`src/rtl/thermwr_pkg.sv`:
```
package thermwr_pkg;
    localparam int MAX_LEN = 6;
    localparam int CNT_W   = $clog2(MAX_LEN + 1);

    localparam logic [7:0] CODE_STS   = 8'h41;
    localparam logic [7:0] CODE_CPU   = 8'h42;
    localparam logic [7:0] CODE_MEM   = 8'h43;
    localparam logic [7:0] CODE_HUB   = 8'h44;
    localparam logic [7:0] CODE_DIMM  = 8'h45;
    localparam logic [7:0] CODE_CLAMP = 8'h50;

    typedef enum logic [2:0] {
        TGT_STS, TGT_CPU, TGT_MEM, TGT_HUB, TGT_DIMM, TGT_CLAMP
    } tgt_e;

    typedef enum logic [2:0] {
        PH_IDLE, PH_CMD, PH_CNT, PH_DATA, PH_DROP
    } phase_e;
endpackage

```
`src/rtl/thermwr_cmd_table.sv`:
```
module thermwr_cmd_table
    import thermwr_pkg::*;
(
    input  logic [7:0]       code,
    output logic             hit,
    output tgt_e             tgt,
    output logic [CNT_W-1:0] need
);
    always_comb begin
        hit  = 1'b1;
        tgt  = TGT_STS;
        need = CNT_W'(MAX_LEN);
        case (code)
            CODE_STS:   begin tgt = TGT_STS;   need = CNT_W'(6); end
            CODE_CPU:   begin tgt = TGT_CPU;   need = CNT_W'(4); end
            CODE_MEM:   begin tgt = TGT_MEM;   need = CNT_W'(2); end
            CODE_HUB:   begin tgt = TGT_HUB;   need = CNT_W'(2); end
            CODE_DIMM:  begin tgt = TGT_DIMM;  need = CNT_W'(2); end
            CODE_CLAMP: begin tgt = TGT_CLAMP; need = CNT_W'(2); end
            default:    hit = 1'b0;
        endcase
    end
endmodule

```
`src/rtl/thermwr_shadow.sv`:
```
module thermwr_shadow #(
    parameter int NBYTES = 6,
    localparam int W = 8 * NBYTES
) (
    input  logic         clk,
    input  logic         rst_n,
    input  logic         shift_en,
    input  logic [7:0]   din,
    output logic [W-1:0] data
);
    logic [W-1:0] buf_d, buf_q;

    always_comb begin
        buf_d = buf_q;
        if (shift_en) buf_d = {buf_q[W-9:0], din};
    end

    always_ff @(posedge clk) begin
        if (!rst_n) buf_q <= '0;
        else        buf_q <= buf_d;
    end

    assign data = buf_q;
endmodule

```
`src/rtl/thermwr_decoder.sv`:
```
module thermwr_decoder
    import thermwr_pkg::*;
(
    input  logic        clk,
    input  logic        rst_n,
    input  logic        irq_en,
    input  logic        frm_start,
    input  logic        frm_stop,
    input  logic        byte_vld,
    input  logic [7:0]  byte_data,
    output logic [47:0] status,
    output logic [15:0] cpu_lo,
    output logic [15:0] cpu_hi,
    output logic [7:0]  mem_lo,
    output logic [7:0]  mem_hi,
    output logic [7:0]  hub_lo,
    output logic [7:0]  hub_hi,
    output logic [7:0]  dimm_lo,
    output logic [7:0]  dimm_hi,
    output logic [15:0] pwr_clamp,
    output logic        irq_pulse
);
    localparam int SH_W = 8 * MAX_LEN;

    typedef struct packed {
        phase_e           phase;
        tgt_e             tgt;
        logic [CNT_W-1:0] need;
        logic [CNT_W-1:0] got;
        logic [47:0]      sts;
        logic [15:0]      clo;
        logic [15:0]      chi;
        logic [7:0]       mlo;
        logic [7:0]       mhi;
        logic [7:0]       hlo;
        logic [7:0]       hhi;
        logic [7:0]       dlo;
        logic [7:0]       dhi;
        logic [15:0]      clamp;
        logic             irq;
    } st_t;

    st_t st_d, st_q;

    logic             lk_hit;
    tgt_e             lk_tgt;
    logic [CNT_W-1:0] lk_need;
    logic             shift_en;
    logic [SH_W-1:0]  sh;

    thermwr_cmd_table u_table (
        .code (byte_data),
        .hit  (lk_hit),
        .tgt  (lk_tgt),
        .need (lk_need)
    );

    thermwr_shadow #(.NBYTES(MAX_LEN)) u_shadow (
        .clk      (clk),
        .rst_n    (rst_n),
        .shift_en (shift_en),
        .din      (byte_data),
        .data     (sh)
    );

    assign shift_en = !frm_start && !frm_stop && byte_vld &&
                      (st_q.phase == PH_DATA) && (st_q.got != st_q.need);

    always_comb begin
        st_d     = st_q;
        st_d.irq = 1'b0;
        if (frm_start) begin
            st_d.phase = PH_CMD;
            st_d.got   = '0;
        end else if (frm_stop) begin
            if (st_q.phase == PH_DATA && st_q.got == st_q.need) begin
                case (st_q.tgt)
                    TGT_STS: begin
                        st_d.sts = sh[47:0];
                        st_d.irq = irq_en;
                    end
                    TGT_CPU: begin
                        st_d.clo = sh[31:16];
                        st_d.chi = sh[15:0];
                    end
                    TGT_MEM:  begin st_d.mlo = sh[15:8]; st_d.mhi = sh[7:0]; end
                    TGT_HUB:  begin st_d.hlo = sh[15:8]; st_d.hhi = sh[7:0]; end
                    TGT_DIMM: begin st_d.dlo = sh[15:8]; st_d.dhi = sh[7:0]; end
                    default:  st_d.clamp = sh[15:0];
                endcase
            end
            st_d.phase = PH_IDLE;
        end else if (byte_vld) begin
            case (st_q.phase)
                PH_CMD: begin
                    if (lk_hit) begin
                        st_d.tgt   = lk_tgt;
                        st_d.need  = lk_need;
                        st_d.phase = PH_CNT;
                    end else begin
                        st_d.phase = PH_DROP;
                    end
                end
                PH_CNT: begin
                    if (byte_data == 8'(st_q.need)) st_d.phase = PH_DATA;
                    else                            st_d.phase = PH_DROP;
                end
                PH_DATA: begin
                    if (st_q.got == st_q.need) st_d.phase = PH_DROP;
                    else                       st_d.got   = st_q.got + 1'b1;
                end
                default: st_d.phase = st_q.phase;
            endcase
        end
    end

    always_ff @(posedge clk) begin
        if (!rst_n) begin
            st_q       <= '0;
            st_q.phase <= PH_IDLE;
        end else begin
            st_q <= st_d;
        end
    end

    assign status    = st_q.sts;
    assign cpu_lo    = st_q.clo;
    assign cpu_hi    = st_q.chi;
    assign mem_lo    = st_q.mlo;
    assign mem_hi    = st_q.mhi;
    assign hub_lo    = st_q.hlo;
    assign hub_hi    = st_q.hhi;
    assign dimm_lo   = st_q.dlo;
    assign dimm_hi   = st_q.dhi;
    assign pwr_clamp = st_q.clamp;
    assign irq_pulse = st_q.irq;
endmodule

```
`config.mk`:
```
export PLATFORM = sky130hd
export DESIGN_NAME = thermwr_decoder
export DESIGN_NICKNAME = d
export VERILOG_FILES = /design/src/rtl/thermwr_pkg.sv /design/src/rtl/thermwr_cmd_table.sv /design/src/rtl/thermwr_shadow.sv /design/src/rtl/thermwr_decoder.sv
export SDC_FILE = /design/constraint.sdc
export NUM_CORES = 1
export LEC_CHECK = 0
export BUFFER_PORTS_ARGS = -buffer_cell sky130_fd_sc_hd__buf_2
export CAP_MARGIN = 0
export CORE_MARGIN = 2
export CORE_UTILIZATION = 23
export CTS_CLUSTER_DIAMETER = 100
export DETAILED_ROUTE_END_ITERATION = 12
export HOLD_SLACK_MARGIN = 0.05
export MAX_ROUTING_LAYER = met4
export SLEW_MARGIN = 20
export SYNTH_ARGS = -nofsm -noshare
export SYNTH_HDL_FRONTEND = slang
export SYNTH_SLANG_ARGS = --single-unit
```
`constraint.sdc`:
```
create_clock -name clk -period 2.8 [get_ports clk]
set_input_delay 0.28 -clock clk [delete_from_list [all_inputs] [get_ports clk]]
set_output_delay 0.28 -clock clk [all_outputs]
set_load 0.03 [all_outputs]
```
==> out/metrics.cfg, run 1 <==
[status]
outcome=completed

[worst_setup_path]
crit_fanout=48
cp-start-kind=flip-flop
path_class=flip-flop to flip-flop
cp_data_arrival_time_ns=2.79
reg2reg_depth=5
cp-end-kind=flip-flop
required_ns=3.25

[clocking]
cts_tree=done
cts-resized-gates=0
clk_pin_slew_ns=0.06
htree_levels=1
root_buffer=clkbuf_16
post_cts_buffers=0
cts_buffer_depth=3
holdBufCountCts=7
cts_sinks=204
insertion_delay_ns=0.53
numCtsBuffers=25

[sta]
setup_viol=0
skew_ns=0.0145
period_needed_ns=2.34
period_share=0.835
fmax_mhz=427
worstMarginPinSlew_ns=0.645
setup-tns-final_ns=0
slew_headroom=0.566
slew_violations=0
rsz0062_at_grt=no
holdWs_ns=0.101
hold_viol=0

[pwr]
p_sw_uw=1400
vdd_drop_max_uv=469
p_comb_frac=0.019
p_clk_frac=0.539
intPower_uw=5170
power.density_nw_per_um2=675
sw_frac_of_total=0.213
power_leakage_uw=0.00388
p_seq_frac=0.442

[floorplanning]
num_io_pins=159
core_um2=36800
dieArea_um2=39100
die_h_um=198
die_w_um=198
start_util=0.235
fp-row-count=70

[placement]
dp_hpwl_mm=15.9
place_area_um2=8770
port_buffers=158
place.gp.congestion=0.823

[yosys]
postSynth.asyncResetShare=0
yosysSeqAreaShare=0.473
syn_area_um2=8630
synth-seq-cells=204
syn_inst=1031
ys_types=48
synth_enable_flop_cells=0
synth.net_count=1046
avgSynthCellArea_um2=8.37
ys.flop_type=dfxtp_1
ys_warn_count=0

[cells_and_area]
nFillCells=3971
final_cell_area_um2=9740
area_growth_syn_to_layout_pct=12.9
multi_input_area_um2=3130
regArea_um2=4080
antenna_cells=0
fin_nets=1044
drive_gt1_frac=0.241

[routing]
drt-initial-drc-count=271
drc_errors=0
via_per_inst=4.28
routed-via-count=6486
routedWlPerCell_um=15.7
wirelength_mm=23.7
ant_nets=0
dr.pass1.iters=5

[global_route]
grt_overflow=0
grt_max_degree=68
grt_pass1_vias=6187
antenna_found_initial=0
grt_pass1_wl_mm=36.4
grt_usage=0.123

[worst_hold_path]
worstHoldPathType=primary input to flip-flop
hold_depth=3

[job]
drv_cap=0

==> power groups by stage <==
stage               combinational, µW  sequential [µW]  clock (µW)
finish                            122             2910        3550
global route                      134             2900        3760
CTS                               123             2910        3660
detailed placement                115             2970           0
global placement                  114             2970           0
floorplan                        74.9             2970           0
==> placed cells by master (no fill, tap or decap), drive strengths merged, types with 3 or more instances in the layout <==
cell type / count
a21oi: 132
a31oi: 3
buf: 172
bufinv: 5
clkbuf: 32
clkinv: 5
dfxtp: 204
dlygate4sd3: 7
inv: 5
mux2i: 34
nand2: 310
nand2b: 5
nand3: 35
nand3b: 5
nor2: 10
nor3: 5
nor4: 5
o21ai: 34
or2: 3
xnor2: 5
xor2: 3
==> area by class of cell <==
class	count	share of cell area
multi-input combinational	615	0.322
clock inverter	12	0.0212
sequential	204	0.419
tap	468	0.0601
inverter	4	0.00180
timing repair buffer	179	0.104
clock buffer	32	0.0720
==> through the flow <==
step	cells	total power, µW	util	worst slack, ns
3_5_place_dp	1463	3090	0.238	0.465
3_3_place_gp	1463	3080	0.238	0.552
2_1_floorplan	1031	3040	-	0.971
4_1_cts	1514	6690	0.265	0.441
6_report	1514	6580	0.265	0.461
5_1_grt	1514	6800	0.265	0.316
==> cell usage after synthesis, types with 7 or more instances <==
master	number	share of area
nand2_1	310	0.13
a21oi_2	19	0.019
mux2i_1	34	0.039
o21ai_0	34	0.020
clkbuf_1	39	0.017
buf_6	7	0.0091
nand3_1	34	0.020
a21oi_1	113	0.066
dfxtp_1	204	0.47
nor2_1	10	0.0043
buf_4	144	0.13
buf_2	12	0.0070
==> kinds of logic after synthesis <==
family	count (synthesis)	synth area share
compound gates	181	0.121
simple gates	391	0.192
fa+ha+maj	1	0.00145
flops	204	0.473
xor+xnor	8	0.00812
mux	34	0.0394
buf+inv	212	0.165
==> sequential cells by signal, summed over array words and instances (netlist names) <==
register,flops
st_q,11
status,48
cpu_lo,16
hub_lo,8
dimm_hi,8
mem_hi,8
dimm_lo,8
hub_hi,8
mem_lo,8
pwr_clamp,16
u_shadow.data,48
cpu_hi,16
irq_pulse,1
==> path summary, 6_finish.rpt <==
check | startpoint | to | slack (ns)
worst max-delay path | st_q[154] | status[1] | 0.46
worst min-delay path | byte_data[0] | u_shadow.data[0] | 0.10
worst max register to register | st_q[154] | status[1] | 0.46
worst min register to register | cpu_lo[9] | cpu_lo[9] | 0.45
==> critical path: stages (launching register included) <==
cell	delay [ns]
dfxtp_1	0.45
or4b_4	0.51
nor4_4	0.34
and2_4	0.59
nand2_1	0.12
a21oi_1	0.18
==> routing by layer <==
layer  global-route usage  routed length, µm
met5                    -                  0
met3               0.0210               1040
met4               0.0393                705
met1                0.166              11500
met2                0.189              10400
Power figures use the tool's default switching activity.
==> inputs of run 2 (changes only) <==
ABC_AREA = 1   (was default)
clock period = 2.4 ns   (was 2.8 ns; I/O delays follow)
==> run 2 against run 1 <==
Net effect: non-clock buffer count rose by 8; hold slack got worse by 0.015 ns; sequential share of layout area fell by 3.3 points; setup slack got worse by 0.18 ns; via count rose by 14%; combinational power rose by 23%; clock-buffer cell count did not move; routed wire length rose by 11%; critical path depth rose by 2; global-route usage rose by 0.11 points; sequential power rose by 16%.
==> out/metrics.cfg, run 2 <==
[status]
outcome=completed

[worst_setup_path]
cp-end-kind=flip-flop
cp-start-kind=flip-flop
required_ns=2.80  ; -0.45 ns
path_class=flip-flop to flip-flop
reg2reg_depth=7  ; +2
r2r_end=dimm_lo[6]
r2r_start=st_q[147]
cp_data_arrival_time_ns=2.52  ; -0.27 ns
rrSetupSlack_ns=0.28  ; -0.18 ns
crit_fanout=32  ; -33%

[yosys]
yosys.area.top_type=dfxtp_1
yosysSeqAreaShare=0.439  ; -0.0339
ys.flop_type=dfxtp_1
synth_area_leaders=dfxtp_1, buf_4, nand2_1
synth.net_count=1357  ; +30%
postSynth.asyncResetShare=0  ; unchanged
synthTopCellsByCount=nand2_1, nor2_1, dfxtp_1, inv_1, buf_4
yosys.area_share.xor_xnor=0  ; -0.00812
synth_enable_flop_cells=0  ; unchanged
synth_fa_ha_area_frac=0.00135  ; -0.000104
yosysMostFrequentCell=nand2_1
synth_top_family_by_area=simple AND/OR/NAND/NOR gates
synth_simple_gate_area_frac=0.238  ; +0.0460
synth-seq-cells=204  ; unchanged
syn_area_um2=9300  ; +7.7%
avgSynthCellArea_um2=6.93  ; -17%
muxShareOfSynthArea=0  ; -0.0394
yosys.area.top_type_share=0.439  ; -0.0339
ys_types=26  ; -46%
ys_warn_count=0  ; unchanged
synth_compound_area_frac=0.0965  ; -0.0242
syn_inst=1342  ; +30%

[placement]
dp_hpwl_mm=18.1  ; +14%
place_area_um2=9650  ; +10%
pre_cts_ws_ns=0.270  ; -0.195 ns
port_buffers=158  ; unchanged
dpl.cell_count=1840  ; +26%
place.gp.congestion=0.853  ; +3.6%

[global_route]
grt_max_degree=69  ; +1.5%
grt_pass1_wl_mm=39.0  ; +6.9%
grt_usage=0.125  ; +0.00106
grt_overflow=0  ; unchanged
grt_pass1_vias=6769  ; +9.4%
antenna_found_initial=0  ; unchanged

[floorplanning]
die_w_um=205  ; +3.7%
start_util=0.234  ; -0.00119
die_h_um=205  ; +3.7%
core_um2=39800  ; +8.3%
dieArea_um2=42100  ; +7.6%
num_io_pins=159  ; unchanged
fp-row-count=73  ; +4.3%

[sta]
fmax_mhz=471  ; +10%
skew_ns=0.0104  ; -0.00411 ns
setup_slack_ns=0.277  ; -0.184 ns
hold_viol=0  ; unchanged
period_needed_ns=2.12  ; -0.216 ns
setup-tns-final_ns=0  ; unchanged
holdWs_ns=0.0857  ; -0.0148 ns
worstMarginPinSlew_ns=0.690  ; +0.0447 ns
slew_headroom=0.539  ; -0.0265
setup_viol=0  ; unchanged
slew_violations=0  ; unchanged
rsz0062_at_grt=no
period_share=0.885  ; +0.0492

[routing]
drt-initial-drc-count=415  ; +53%
routed-via-count=7418  ; +14%
wirelength_mm=26.2  ; +11%
routedWlPerCell_um=13.9  ; -11%
via_per_inst=3.92  ; -8.5%
drc_errors=0  ; unchanged
dr.pass1.iters=5  ; unchanged
ant_nets=0  ; unchanged

[cells_and_area]
antenna_cells=0  ; unchanged
stdcell_count=1892  ; +25%
fin_nets=1367  ; +31%
layout_commonest_cell=nand2_1
drive_gt1_frac=0.168  ; -0.0734
final_cell_area_um2=10600  ; +8.6%
layout_common_cells=nand2_1, nor2_1, dfxtp_1
area_growth_syn_to_layout_pct=13.8
nFillCells=4430  ; +12%

[clocking]
numCtsBuffers=25  ; unchanged
post_cts_buffers=0  ; unchanged
cts_buffer_depth=3  ; unchanged
clk_pin_slew_ns=0.06  ; about the same
insertion_delay_ns=0.52  ; about the same
cts_tree=done
htree_levels=1  ; unchanged
root_buffer=clkbuf_16
cts_sinks=204  ; unchanged

[worst_hold_path]
hp-start=byte_data[2]
worstHoldPathType=primary input to flip-flop
worst_hold_path.endpoint=u_shadow.data[2]
hold_depth=3  ; unchanged

[pwr]
power_leakage_uw=0.00566  ; +46%
vdd_drop_max_uv=393  ; -16%
power.density_nw_per_um2=698  ; +3.4%

[job]
drv_cap=0  ; unchanged

-- run 2: power by group --
part	switching, µW	leakage [µW]	total (µW)	internal [µW]
Sequential	1.96	0.00164	3390	3390
Combinational	104	0.00361	150	46.3
Clock	1450	0.000409	3840	2390
Total	1550	0.00566	7380	5830
-- run 2: worst max-delay path by stage --
stage,slack [ns],startpoint,cells after the start,end
finish,0.28,st_q[147],7,dimm_lo[6]
floorplan,0.96,st_q[150],9,mem_hi[4]
global placement,0.32,st_q[156],9,dimm_lo[1]
global route,0.05,st_q[150],9,dimm_hi[0]
CTS,0.26,st_q[147],8,status[13]
detailed placement,0.27,st_q[147],7,status[9]
-- run 2: logic make-up (layout without fill, tap and decap cells) --
logic type,count (synthesis),in the layout
flip-flops,204,204
AO/OA/AOI/OAI,178,178
AND/OR/NAND/NOR,558,558
buffers and inverters,401,426
adder cells (fa/ha/maj),1,1
-- run 2: timing repair --
action,in CTS,in global routing
hold buffers,10,0
resized for setup,0,0
endpoints found under the hold margin,10,0
-- run 2: critical path: stages, from the launching register on --
cell and delay, ns:
dfxtp_1 0.40, or2_1 0.14, nand3_2 0.11, nor2_4 0.31, buf_4 0.28, nand4_4 0.44, nor2_1 0.24, nor2_1 0.07
-- run 2: cell type report --
class	instances	area (µm²)	area share
Sequential cell	204	4080	0.386
Multi-Input combinational cell	737	3130	0.296
Timing Repair Buffer	187	1140	0.108
Inverter	197	739	0.0699
Clock buffer	32	672	0.0635
Tap cell	525	657	0.0621
Clock inverter	10	158	0.0149
-- run 2: through the flow --
step	utilization	total power (µW)
final	0.266	7380
after floorplan	-	3550
after CTS	0.266	7510
after global placement	0.242	3600
after detailed placement	0.242	3600
after global routing	0.266	7650
-- run 2: per-layer routing --
metal,share of wire,up-vias,GRT usage
met5,0,-,-
met4,0.030,0,0.0409
met3,0.069,45,0.0302
met2,0.43,206,0.189
met1,0.47,3264,0.162
li1,-,3903,-
==> inputs of run 3 (changes only) <==
REMOVE_ABC_BUFFERS = 1   (was default)
==> run 3 against run 2 <==
Net effect: global-route usage decreased by 0.50 points; critical path type unchanged; via count down 0.38%; first-iteration DRC count down 1.2%; critical endpoint is now hub_hi[1].
==> out/metrics.cfg, run 3 (same netlist as run 2, synthesis figures left out) <==
[pwr]
power_leakage_uw=0.00562  ; -0.68%
p_total_uw=7210  ; -2.3%
power.density_nw_per_um2=686  ; -1.7%
vdd_drop_max_uv=565  ; +44%

[placement]
pre_cts_ws_ns=0.316  ; +0.0454 ns
port_buffers=158  ; unchanged
dp_hpwl_mm=16.7  ; -7.4%
place.gp.congestion=0.791  ; -7.2%
place_area_um2=9610  ; -0.42%

[worst_setup_path]
worst_path_most_repeated_cell=nand2_1
cp-end-kind=flip-flop
cpMaxStageDelayCell=nand4_4
critical_path.cell_chain=inv_2 > a21oi_2 > nand3_2 > nor2_4 > buf_4 > nand4_4 > nand2_1 > nand2_1 > nor2_1
crit_path_max_incr_delay_ns=0.43  ; about the same
path_class=flip-flop to flip-flop
critPathBufInv=2  ; +1
required_ns=2.86  ; +0.06 ns
cp_data_arrival_time_ns=2.52  ; about the same
crit_fanout=32  ; unchanged
cp_top_family=simple AND/OR/NAND/NOR gates
cp-start-kind=flip-flop

[cells_and_area]
layout_commonest_cell=nand2_1
fin_nets=1366  ; -0.073%
area_growth_syn_to_layout_pct=13.1
layout_common_cells=nand2_1, nor2_1, dfxtp_1
drive_gt1_frac=0.165  ; -0.00207
post-route-util=0.264  ; -0.00163
final_cell_area_um2=10500  ; -0.61%
nFillCells=4434  ; +0.090%

[routing]
ant_nets=0  ; unchanged
drc_errors=0  ; unchanged
wirelength_mm=24.8  ; -5.4%
routedWlPerCell_um=13.1  ; -5.4%
via_per_inst=3.91  ; -0.38%
drt-initial-drc-count=410  ; -1.2%
routed-via-count=7390  ; -0.38%
dr.pass1.iters=4  ; -1

[job]
drv_cap=0  ; unchanged

[global_route]
grt_pass1_wl_mm=37.8  ; -3.0%
grt_pass1_vias=6761  ; -0.12%
grt_usage=0.120  ; -0.00497
antenna_found_initial=1  ; +1
grt_max_degree=67  ; -2.9%
grt_overflow=0  ; unchanged

[sta]
setup_viol=0  ; unchanged
period_needed_ns=2.06  ; -0.0668 ns
holdWs_ns=0.150  ; +0.0641 ns
slew_headroom=0.478  ; -0.0614
hold_viol=0  ; unchanged
rsz0062_at_grt=no
setup_slack_ns=0.344  ; +0.0668 ns
period_share=0.857  ; -0.0278
worstMarginPinSlew_ns=0.783  ; +0.0930 ns
slew_violations=0  ; unchanged
fmax_mhz=486  ; +3.2%
skew_ns=0.0274  ; +0.0170 ns

[floorplanning]
core_um2=39800  ; unchanged
dieArea_um2=42100  ; unchanged
num_io_pins=159  ; unchanged
die_h_um=205  ; unchanged
fp-row-count=73  ; unchanged
die_w_um=205  ; unchanged
start_util=0.234  ; unchanged

[clocking]
cts-resized-gates=0  ; unchanged
numCtsBuffers=25  ; unchanged
cts_sinks=204  ; unchanged
cts_tree=done
clk_pin_slew_ns=0.06  ; about the same
root_buffer=clkbuf_16
cts_buffer_depth=3  ; unchanged
insertion_delay_ns=0.54  ; +0.02 ns
htree_levels=1  ; unchanged

[worst_hold_path]
worstHoldPathType=primary input to flip-flop

[status]
outcome=completed

[run 3: worst paths after layout]
path	startpoint	to	slack, ns	cells past startpoint
hold reg to reg	u_shadow.data[33]	status[33]	0.46	2
setup / recovery	st_q[150]	hub_hi[1]	0.34	9
hold / removal	rst_n	status[30]	0.15	3
setup reg to reg	st_q[150]	hub_hi[1]	0.34	9
[run 3: where the power goes]
part | total (µW) | internal [µW] | switching [µW] | leakage, µW
registers | 3390 | 3390 | 1.82 | 0.00164
clock network | 3660 | 2150 | 1520 | 0.000383
logic | 157 | 49.4 | 107 | 0.00360
[run 3: worst register-to-register path, cell delays in order, from the launching register on]
cell	delay [ns]
dfxtp_1	0.34
inv_2	0.06
a21oi_2	0.13
nand3_2	0.12
nor2_4	0.28
buf_4	0.29
nand4_4	0.43
nand2_1	0.20
nand2_1	0.07
nor2_1	0.09
[run 3: what timing repair did]
item,CTS,global route
setup buffers,0,0
hold endpoints to repair,12,0
hold buffers,12,0
[run 3: final cells by class]
cell class | count | area, µm² | share of cell area
Sequential cell | 204 | 4080 | 0.388
Clock buffer | 34 | 699 | 0.0665
Multi-Input combinational cell | 737 | 3140 | 0.298
Timing Repair Buffer | 186 | 1110 | 0.106
Clock inverter | 8 | 82.6 | 0.00786
Tap cell | 525 | 657 | 0.0625
Antenna cell | 1 | 2.50 | 0.000238
Inverter | 197 | 739 | 0.0703
[run 3: through the flow]
stage / instances / TNS (ns)
CTS: 1891 / 0
global route: 1892 / 0
global placement: 1837 / 0
detailed placement: 1837 / 0
floorplan: 1138 / -21.19
finish: 1892 / 0
[run 3: layer usage]
layer | up-vias | wire length, µm | part of all wire | global-route usage
met5 | - | 0 | 0 | -
met4 | 0 | 518 | 0.021 | 0.0270
met3 | 31 | 1540 | 0.062 | 0.0340
met2 | 150 | 11600 | 0.47 | 0.200
met1 | 3317 | 11100 | 0.45 | 0.142
li1 | 3892 | - | - | -
